===== config.mk =====
export PLATFORM = sky130hd
export DESIGN_NAME = pgwalk_top
export DESIGN_NICKNAME = d
export VERILOG_FILES = /design/src/rtl/pgwalk_pkg.sv /design/src/rtl/pgwalk_ctrl.sv /design/src/rtl/pgwalk_dpath.sv /design/src/rtl/pgwalk_top.sv
export SDC_FILE = /design/constraint.sdc
export NUM_CORES = 1
export LEC_CHECK = 0
export BUFFER_PORTS_ARGS = -buffer_cell sky130_fd_sc_hd__buf_2
export CAP_MARGIN = 40
export CORE_MARGIN = 2
export CORE_UTILIZATION = 25
export CTS_BUF_LIST = sky130_fd_sc_hd__clkbuf_4 sky130_fd_sc_hd__clkbuf_8 sky130_fd_sc_hd__clkbuf_16
export DETAILED_ROUTE_END_ITERATION = 7
export SYNTH_ARGS = -nofsm -noshare
export SYNTH_HDL_FRONTEND = slang
export SYNTH_SLANG_ARGS = --single-unit

===== constraint.sdc =====
create_clock -name clk -period 2.45 [get_ports clk]
set_input_delay 0.49 -clock clk [delete_from_list [all_inputs] [get_ports clk]]
set_output_delay 0.49 -clock clk [all_outputs]
set_load 0.02 [all_outputs]

===== src/rtl/pgwalk_pkg.sv =====
package pgwalk_pkg;

  localparam int LA_W       = 32;
  localparam int DIR_W      = 10;
  localparam int TBL_W      = 10;
  localparam int OFF_W      = 12;
  localparam int ENTRY_W    = 32;
  localparam int ENTRY_B    = 4;
  localparam int IDX_SHIFT  = $clog2(ENTRY_B);
  localparam int FRAME_W    = LA_W - OFF_W;
  localparam int PRESENT_BIT = 0;

  typedef enum logic [2:0] {
    ST_IDLE      = 3'd0,
    ST_FETCH_DIR = 3'd1,
    ST_WAIT_DIR  = 3'd2,
    ST_FETCH_PTE = 3'd3,
    ST_WAIT_PTE  = 3'd4,
    ST_DONE      = 3'd5
  } walk_state_e;

  typedef enum logic {
    LVL_DIR = 1'b0,
    LVL_TBL = 1'b1
  } fault_lvl_e;

  typedef struct packed {
    logic [DIR_W-1:0] dir;
    logic [TBL_W-1:0] tbl;
    logic [OFF_W-1:0] off;
  } laddr_t;

  function automatic logic entry_present(input logic [ENTRY_W-1:0] e);
    return e[PRESENT_BIT];
  endfunction

  function automatic logic [FRAME_W-1:0] entry_frame(input logic [ENTRY_W-1:0] e);
    return e[ENTRY_W-1 -: FRAME_W];
  endfunction

  function automatic logic [LA_W-1:0] scaled_dir(input laddr_t la);
    return {{(LA_W-DIR_W-IDX_SHIFT){1'b0}}, la.dir, {IDX_SHIFT{1'b0}}};
  endfunction

  function automatic logic [LA_W-1:0] scaled_tbl(input laddr_t la);
    return {{(LA_W-TBL_W-IDX_SHIFT){1'b0}}, la.tbl, {IDX_SHIFT{1'b0}}};
  endfunction

  function automatic logic [LA_W-1:0] dir_slot_addr(input logic [LA_W-1:0] base,
                                                    input laddr_t la);
    return base + scaled_dir(la);
  endfunction

  function automatic logic [LA_W-1:0] tbl_slot_addr(input logic [FRAME_W-1:0] frame,
                                                    input laddr_t la);
    return {frame, {OFF_W{1'b0}}} + scaled_tbl(la);
  endfunction

  function automatic logic [LA_W-1:0] join_phys(input logic [FRAME_W-1:0] frame,
                                                input laddr_t la);
    return {frame, la.off};
  endfunction

endpackage


===== src/rtl/pgwalk_ctrl.sv =====
module pgwalk_ctrl
  import pgwalk_pkg::*;
(
  input  logic        clk,
  input  logic        rst_n,
  input  logic        req_valid,
  input  logic        rsp_ready,
  input  logic        mem_req_ready,
  input  logic        mem_rsp_valid,
  input  logic        entry_ok,
  output walk_state_e state,
  output logic        req_ready,
  output logic        mem_req_valid,
  output logic        rsp_valid,
  output logic        pte_phase,
  output logic        accept_evt,
  output logic        dir_rsp_evt,
  output logic        dir_fault_evt,
  output logic        pte_rsp_evt,
  output logic        pte_fault_evt,
  output logic        pte_ok_evt
);

  walk_state_e state_q, state_d;

  assign state = state_q;

  always_ff @(posedge clk) begin
    if (!rst_n) state_q <= ST_IDLE;
    else        state_q <= state_d;
  end

  always_comb begin
    state_d = state_q;
    unique case (state_q)
      ST_IDLE:      if (req_valid)     state_d = ST_FETCH_DIR;
      ST_FETCH_DIR: if (mem_req_ready) state_d = ST_WAIT_DIR;
      ST_WAIT_DIR:  if (mem_rsp_valid) state_d = entry_ok ? ST_FETCH_PTE : ST_DONE;
      ST_FETCH_PTE: if (mem_req_ready) state_d = ST_WAIT_PTE;
      ST_WAIT_PTE:  if (mem_rsp_valid) state_d = ST_DONE;
      ST_DONE:      if (rsp_ready)     state_d = ST_IDLE;
      default:                         state_d = ST_IDLE;
    endcase
  end

  assign req_ready     = (state_q == ST_IDLE);
  assign mem_req_valid = (state_q == ST_FETCH_DIR) || (state_q == ST_FETCH_PTE);
  assign rsp_valid     = (state_q == ST_DONE);
  assign pte_phase     = (state_q == ST_FETCH_PTE);

  assign accept_evt    = req_ready && req_valid;
  assign dir_rsp_evt   = (state_q == ST_WAIT_DIR) && mem_rsp_valid;
  assign dir_fault_evt = dir_rsp_evt && !entry_ok;
  assign pte_rsp_evt   = (state_q == ST_WAIT_PTE) && mem_rsp_valid;
  assign pte_fault_evt = pte_rsp_evt && !entry_ok;
  assign pte_ok_evt    = pte_rsp_evt && entry_ok;

endmodule


===== src/rtl/pgwalk_dpath.sv =====
module pgwalk_dpath
  import pgwalk_pkg::*;
(
  input  logic               clk,
  input  logic               rst_n,
  input  logic [LA_W-1:0]    req_laddr,
  input  logic [LA_W-1:0]    ctx_base,
  input  logic [ENTRY_W-1:0] mem_rsp_data,
  input  logic               pte_phase,
  input  logic               accept_evt,
  input  logic               dir_rsp_evt,
  input  logic               dir_fault_evt,
  input  logic               pte_rsp_evt,
  input  logic               pte_ok_evt,
  output logic               entry_ok,
  output logic [LA_W-1:0]    mem_req_addr,
  output logic [LA_W-1:0]    rsp_paddr,
  output logic               rsp_fault,
  output logic               rsp_fault_lvl,
  output logic [LA_W-1:0]    rsp_laddr
);

  laddr_t             la_q;
  logic [LA_W-1:0]    base_q;
  logic [FRAME_W-1:0] dir_frame_q;
  logic [FRAME_W-1:0] rsp_frame;
  logic               unused_entry_bits;

  assign entry_ok          = entry_present(mem_rsp_data);
  assign rsp_frame         = entry_frame(mem_rsp_data);
  assign unused_entry_bits = ^mem_rsp_data[OFF_W-1:PRESENT_BIT+1];

  always_ff @(posedge clk) begin
    if (!rst_n) begin
      la_q   <= '0;
      base_q <= '0;
    end else if (accept_evt) begin
      la_q   <= laddr_t'(req_laddr);
      base_q <= ctx_base;
    end
  end

  always_ff @(posedge clk) begin
    if (!rst_n)           dir_frame_q <= '0;
    else if (dir_rsp_evt) dir_frame_q <= rsp_frame;
  end

  always_ff @(posedge clk) begin
    if (!rst_n) begin
      rsp_paddr     <= '0;
      rsp_fault     <= 1'b0;
      rsp_fault_lvl <= LVL_DIR;
    end else if (dir_fault_evt) begin
      rsp_paddr     <= '0;
      rsp_fault     <= 1'b1;
      rsp_fault_lvl <= LVL_DIR;
    end else if (pte_rsp_evt) begin
      rsp_paddr     <= pte_ok_evt ? join_phys(rsp_frame, la_q) : '0;
      rsp_fault     <= !pte_ok_evt;
      rsp_fault_lvl <= LVL_TBL;
    end
  end

  assign mem_req_addr = pte_phase ? tbl_slot_addr(dir_frame_q, la_q)
                                  : dir_slot_addr(base_q, la_q);
  assign rsp_laddr    = la_q;

endmodule


===== src/rtl/pgwalk_top.sv =====
module pgwalk_top
  import pgwalk_pkg::*;
(
  input  logic        clk,
  input  logic        rst_n,
  input  logic        req_valid,
  output logic        req_ready,
  input  logic [31:0] req_laddr,
  input  logic [31:0] ctx_base,
  output logic        rsp_valid,
  input  logic        rsp_ready,
  output logic [31:0] rsp_paddr,
  output logic        rsp_fault,
  output logic        rsp_fault_lvl,
  output logic [31:0] rsp_laddr,
  output logic        mem_req_valid,
  input  logic        mem_req_ready,
  output logic [31:0] mem_req_addr,
  input  logic        mem_rsp_valid,
  input  logic [31:0] mem_rsp_data
);

  walk_state_e walk_state;
  logic        pte_phase;
  logic        entry_ok;
  logic        accept_evt;
  logic        dir_rsp_evt;
  logic        dir_fault_evt;
  logic        pte_rsp_evt;
  logic        pte_fault_evt;
  logic        pte_ok_evt;
  logic        unused_state;

  assign unused_state = ^walk_state;

  pgwalk_ctrl u_ctrl (
    .clk           (clk),
    .rst_n         (rst_n),
    .req_valid     (req_valid),
    .rsp_ready     (rsp_ready),
    .mem_req_ready (mem_req_ready),
    .mem_rsp_valid (mem_rsp_valid),
    .entry_ok      (entry_ok),
    .state         (walk_state),
    .req_ready     (req_ready),
    .mem_req_valid (mem_req_valid),
    .rsp_valid     (rsp_valid),
    .pte_phase     (pte_phase),
    .accept_evt    (accept_evt),
    .dir_rsp_evt   (dir_rsp_evt),
    .dir_fault_evt (dir_fault_evt),
    .pte_rsp_evt   (pte_rsp_evt),
    .pte_fault_evt (pte_fault_evt),
    .pte_ok_evt    (pte_ok_evt)
  );

  pgwalk_dpath u_dpath (
    .clk           (clk),
    .rst_n         (rst_n),
    .req_laddr     (req_laddr),
    .ctx_base      (ctx_base),
    .mem_rsp_data  (mem_rsp_data),
    .pte_phase     (pte_phase),
    .accept_evt    (accept_evt),
    .dir_rsp_evt   (dir_rsp_evt),
    .dir_fault_evt (dir_fault_evt),
    .pte_rsp_evt   (pte_rsp_evt),
    .pte_ok_evt    (pte_ok_evt),
    .entry_ok      (entry_ok),
    .mem_req_addr  (mem_req_addr),
    .rsp_paddr     (rsp_paddr),
    .rsp_fault     (rsp_fault),
    .rsp_fault_lvl (rsp_fault_lvl),
    .rsp_laddr     (rsp_laddr)
  );

endmodule


# Yosys cells after proc, flatten, opt, wreduce, memory -nomap -nowiden
# Index checks and enable logic that the tools add are counted.
dict set report classes {
  addsub 2
  eq_ne 11
  mux 12
  n_bitwise 1
  n_reduce_logical 12
}
# operator n
set op_table {}
lappend op_table {{adder 32 x 12 -> 32 bit} 2}
lappend op_table {{two-way mux 32 bit} 2}
lappend op_table {{two-way mux 3 bit} 7}
lappend op_table {{one-hot mux 3 bit (6 select lines)} 1}
lappend op_table {{inequality test 2 bit, second input constant} 5}
lappend op_table {{== test 3 x 2 -> 1 bit, second input constant} 2}
lappend op_table {{== test 3 bit, second input constant} 2}
lappend op_table {{AND reduction 6 bit} 1}
lappend op_table {{logical AND 1 bit} 5}
lappend op_table {{== test 3 x 1 -> 1 bit, second input constant} 1}
lappend op_table {{zero test 3 bit} 1}
lappend op_table {{zero test 1 bit} 2}
lappend op_table {{two-way mux 1 bit} 2}
lappend op_table {{inequality test 2 x 1 -> 1 bit, second input constant} 1}
lappend op_table {{nonzero test 2 bit} 1}
lappend op_table {{OR reduction 2 bit} 1}
lappend op_table {{logical OR 1 bit} 1}
lappend op_table {{NOT 1 bit} 1}
dict set report word_totals {
  regBits 121
  in_bits 102
  output_inout_bits 101
  wordCells 47
}

# Longest topological paths before layout
dict set report depth {
  depth_word 6
  mapped_depth 8
}

# By module
# From an unflattened synthesis, not the netlist that was laid out.
dict set report hier_totals {
  cells_unflattened 653
  hier_area_um2 5999.5
}
# mod instances cells_per_inst area_per_inst_um2 seq_area_each_um2
set by_module_without_submodules {}
lappend by_module_without_submodules {pgwalk_dpath 1 611 5681.7 2362.3}
lappend by_module_without_submodules {pgwalk_ctrl 1 42 317.8 60.1}

# Least setup slack after synthesis
# Ideal clock, no wire load.
dict set report synth_timing {
  kind {register -> output}
  startpoint {register u_dpath.la_q, in the netlist u_dpath.rsp_laddr[22]}
  endpoint {output port mem_req_addr[14]}
  arrival_ns 2.408
  required_ns 1.960
  setup_slack_ns -0.448
  path_stages_with_launch 9
  cell_sequence {dfxtp_1 > ha_1 > fa_1 > a211o_1 > a21oi_1 > o21a_1 > buf_4 > o21ai_0 > a31oi_1}
}
dict set report synth_via {
  elab_chain_len 2
}
# element line_no
set synth_rtl {}
lappend synth_rtl {{start, declared} pgwalk_dpath.sv:23} ;# laddr_t la_q;
lappend synth_rtl {{start signal, assigned} pgwalk_dpath.sv:38} ;# la_q <= laddr_t'(req_laddr);
lappend synth_rtl {{adder 32 x 12 -> 32 bit} pgwalk_pkg.sv:51} ;# return base + scaled_dir(la);
lappend synth_rtl {{two-way mux 32 bit} pgwalk_dpath.sv:64} ;# assign mem_req_addr = pte_phase ? tbl_slot_addr(dir_frame_q, la_q)
lappend synth_rtl {{end, declared} pgwalk_top.sv:18} ;# output logic [31:0] mem_req_addr,
# No other way between the ends.

# Worst setup path in the final report
dict set report layout_timing {
  startpoint {register u_dpath.base_q[10]}
  endpoint {output port mem_req_addr[21]}
}
dict set report layout_via {
  elab_chain_len 2
}
# element line_no
set layout_rtl {}
lappend layout_rtl {{start, declared} pgwalk_dpath.sv:24} ;# logic [LA_W-1:0] base_q;
lappend layout_rtl {{start signal, assigned} pgwalk_dpath.sv:39} ;# base_q <= ctx_base;
lappend layout_rtl {{adder 32 x 12 -> 32 bit} pgwalk_pkg.sv:51}
lappend layout_rtl {{two-way mux 32 bit} pgwalk_dpath.sv:64}
# No other way between the ends.

==> metrics.md <==
| Metric | Value |
|---|---|
| Initial DRC Count | `331` |
| Area after DPL | `7925 um2` |
| Hold violation total from the final report | `0` |
| Clk sink count | `121` |
| # nets final | `1118` |
| Worst hold path type | `in -> reg` |
| Synthesized flop and latch total | `121` |
| Clock power frac | `35.8%` |
| Core Rows | `56` |
| PortBufs | `191` |
| Worst slew pin tran | `0.6195 ns` |
| Initial antenna violation count | `0` |
| First-pass GRT wire length | `30.80 mm` |
| Core region area | `23260 um2` |
| CTS root buffer | `clkbuf_16` |
| Final ANT Viol Nets | `0` |
| VDD IR-drop max | `0.0003538 V` |
| Worst-path clk slew | `0.06 ns` |
| Ys Warns | `0` |
| Worst path arrival time | `2.59 ns` |
| TritonCTS clock tree | `done` |
| Die H | `157.3 um` |
| Cells after Synth | `756` |
| Comb power frac | `30.6%` |
| Reg2reg path depth | `6` |
| TritonRoute pass-1 iters | `5` |
| Layout Utilization | `39.31%` |
| WP depth | `9` |
| Tmin final | `3.077 ns` |
| RSZ-0062 raised after global routing | `yes` |
| Total power | `6.813 mW` |
| Worst setup EP type | `output port` |
| Area growth syn-to-layout | `55.62%` |
| Clock Skews | `0.009268 ns` |
| Crit Path Max Fanout | `9` |
| Syn nets | `869` |
| Worst hold slack | `0.3178 ns` |
| CP top delay family | `simple AND/OR/NAND/NOR gates` |
| Cell taking the most area after synthesis | `dfxtp_1` |
| Outcome | `finished with violations` |
| Routability Congestion | `0.8052` |
| Drt wl/cell | `15.07 um` |
| Final HPWL from detailed placement | `14.32 mm` |
| Number of buffers created by CTS | `17` |
| Number of global-route vias before repair | `5768` |
| Die Wd | `157.3 um` |
| Slowest CP cell | `or4_4` |
| Min-Delay Path Depth | `3` |
| Diode count | `0` |
| Buf/Inv on CP | `3` |
| CP Cell Sequence | `ha_4 > and2_4 > nand4_1 > buf_4 > o21a_4 > buf_12 > or4_4 > a31oi_4 > buf_6` |
| Final Cell Area | `9144 um2` |
| Period utilization | `125.6%` |
| Max Freq | `0.3250 GHz` |
| Largest net degree at the start of global routing | `60` |
| Clk Latency, worst-skew pair | `0.41 ns` |
| Startpoint types | `register` |
| Rel. slew slack | `58.70%` |
| Syn Area/Cell | `7.772 um2` |
| # fillers | `2413` |
| Area contributors post-synth | `dfxtp_1, nand2_1, a21boi_0` |
| Yosys top cell area share | `41.23%` |
| GRT Total Usage | `16.13%` |
| Remaining Overflow, GRT | `0` |
| Reg area | `2455 um2` |
| Initial Util | `25.26%` |
| Final Setup Violations | `27` |
| Total Wirelength | `20.15 mm` |
| Cts hold-fix bufs | `0` |
| Cell Int Power | `4.544 mW` |
| Placement Setup Slack | `-0.2812 ns` |
| Cell Pwr Density | `745.1 nW/um2` |
| Post-synthesis sequential area ratio | `41.23%` |
| Number of slew-limit violations in the final report | `0` |
| Worst endpoint required time | `1.96 ns` |
| Reg power frac | `33.6%` |
| CP peak stage delay | `0.43 ns` |
| Cell variety after synth | `56` |
| Ports | `203` |
| Leakage | `3.881 nW` |
| Die ar. | `24740 um2` |
| Clock Tree Buf Depth | `2` |
| Post-route setup slack | `-0.6265 ns` |
| Net Switching | `2.269 mW` |
| EDFF count, synth | `0` |
| Vias | `6099` |
| H-tree level count | `4` |
| Failing checks | `setup timing` |
| Top FF cell, synth | `dfxtp_1` |
| Remaining DRCs | `0` |
| Max_cap viols | `0` |
| Post-Syn Area | `5876 um2` |
| Multi-input logic area | `3730 um2` |
| Switching part of the total | `33.31%` |
| FFs w/ async S/R, synth | `0%` |
| Layout cells sized above 1 | `40.18%` |
| Kind of critical path | `reg -> out` |
| Vias per Instance | `4.562` |
-- power by group through the flow --
stage | Combinational, mW | Clock [mW] | Sequential, mW
finish | 2.09 | 2.44 | 2.29
global route | 2.27 | 2.59 | 2.31
CTS | 2.03 | 2.51 | 2.28
detailed placement | 1.86 | 0 | 2.32
global placement | 1.85 | 0 | 2.31
floorplan | 1.03 | 0 | 2.41
-- tightest hold or removal path, delay by kind of cell --
family                 cells  cell delay (ns)
AND/OR/NAND/NOR            1             0.04
AO/OA/AOI/OAI              1             0.06
buffers and inverters      1             0.10
-- sequential cells by signal, summed over array words and instances, names as in the netlist --
name	cells
u_dpath.rsp_fault_lvl	1
u_dpath.rsp_fault	1
u_dpath.rsp_laddr	32
u_ctrl.state	3
u_dpath.rsp_paddr	32
u_dpath.dir_frame_q	20
u_dpath.base_q	32
-- repair_timing --
item	CTS	global route
cloned	2	0
setup endpoints to repair	26	28
pin swaps	23	20
setup buffers	13	9
resized for setup	87	29
-- layout make-up --
class / count / share of cell area, %
clock buffers: 21 / 5.241
flip-flops and latches: 121 / 26.85
multi-input cells: 570 / 40.79
inverters: 10 / 0.4105
clock inverters: 11 / 1.054
repair buffers: 285 / 21.29
well taps: 319 / 4.365
-- synth_stat cells, drive strengths merged, types with 2 or more instances --
| library cell | n |
|---|---|
| nand2 | 229 |
| dfxtp | 121 |
| a21boi | 84 |
| clkbuf | 52 |
| a21oi | 46 |
| nand3 | 39 |
| nor2 | 23 |
| o21ai | 15 |
| a31oi | 11 |
| nor3 | 11 |
| and2 | 10 |
| ha | 10 |
| inv | 10 |
| mux2i | 9 |
| nand4 | 7 |
| a22oi | 6 |
| and3 | 6 |
| o31ai | 6 |
| xnor2 | 6 |
| a21o | 5 |
| or4 | 5 |
| nand2b | 4 |
| o21a | 4 |
| and4 | 3 |
| buf | 3 |
| nor2b | 3 |
| or3 | 3 |
| a211o | 2 |
| a211oi | 2 |
| a221oi | 2 |
| o31a | 2 |
| xor2 | 2 |
-- metal layers --
layer	GRT usage [%]	routed length, um	vias up
met4	4.719	283	0
met3	4.157	915	18
met2	25.87	9356	134
li1	-	-	3083
met1	21.33	9592	2864
met5	0	0	-
-- layout by cell type, fill, tap and decap left out, types with 3 or more instances in the layout --
cell type | synthesis | layout
a21oi_2 | 0 | 3
a31oi_4 | 0 | 10
buf_12 | 0 | 5
clkinv_4 | 0 | 3
inv_1 | 10 | 10
dfxtp_2 | 0 | 11
and3_1 | 6 | 6
o21ai_0 | 14 | 3
nand3_1 | 39 | 39
a22oi_1 | 6 | 6
nor3_1 | 11 | 11
and2_1 | 10 | 8
o21ai_1 | 1 | 5
dfxtp_4 | 0 | 5
nor2_1 | 23 | 23
nand2_2 | 1 | 7
o31ai_4 | 0 | 5
nand2b_1 | 4 | 4
or3_4 | 0 | 3
a21o_1 | 5 | 5
ha_4 | 0 | 9
mux2i_1 | 9 | 7
a21boi_0 | 84 | 84
nand4_1 | 6 | 6
buf_4 | 1 | 79
buf_2 | 0 | 164
or4_4 | 0 | 5
buf_6 | 2 | 36
nand2_1 | 228 | 222
dfxtp_1 | 121 | 105
clkinv_2 | 0 | 5
xnor2_2 | 0 | 4
o21ai_2 | 0 | 6
nor2b_1 | 3 | 3
clkbuf_16 | 0 | 18
a21oi_1 | 46 | 41
-- metrics by stage --
step                      TNS (ns)  cells
after floorplan            -0.5571    756
after global placement      -3.737   1284
after detailed placement    -3.916   1284
after CTS                   -14.34   1330
after global routing        -16.34   1337
final                       -13.50   1337
-- cells by family (layout without fill, tap and decap cells) --
family,after synthesis,count (layout),share of synthesized area (%)
and+or+nand+nor,349,349,26.19
DFF,121,121,41.23
muxes,10,10,1.725
xor gates and xnor gates,8,8,1.193
AOI/OAI and AO/OA,192,192,22.21
buffers and inverters,65,327,4.983
adders and majority gates,11,11,2.470
-- final timing paths --
| check | startpoint | slack, ns | endpoint |
|---|---|---|---|
| max | u_dpath.base_q[10] | -0.63 | mem_req_addr[21] |
| max reg2reg | u_ctrl.state[0] | 0.65 | u_ctrl.state[2] |
| min reg2reg | u_dpath.rsp_paddr[5] | 0.45 | u_dpath.rsp_paddr[5] |
| min | req_laddr[24] | 0.32 | u_dpath.rsp_laddr[24] |
No activity file was read; power rests on OpenSTA's default activity.
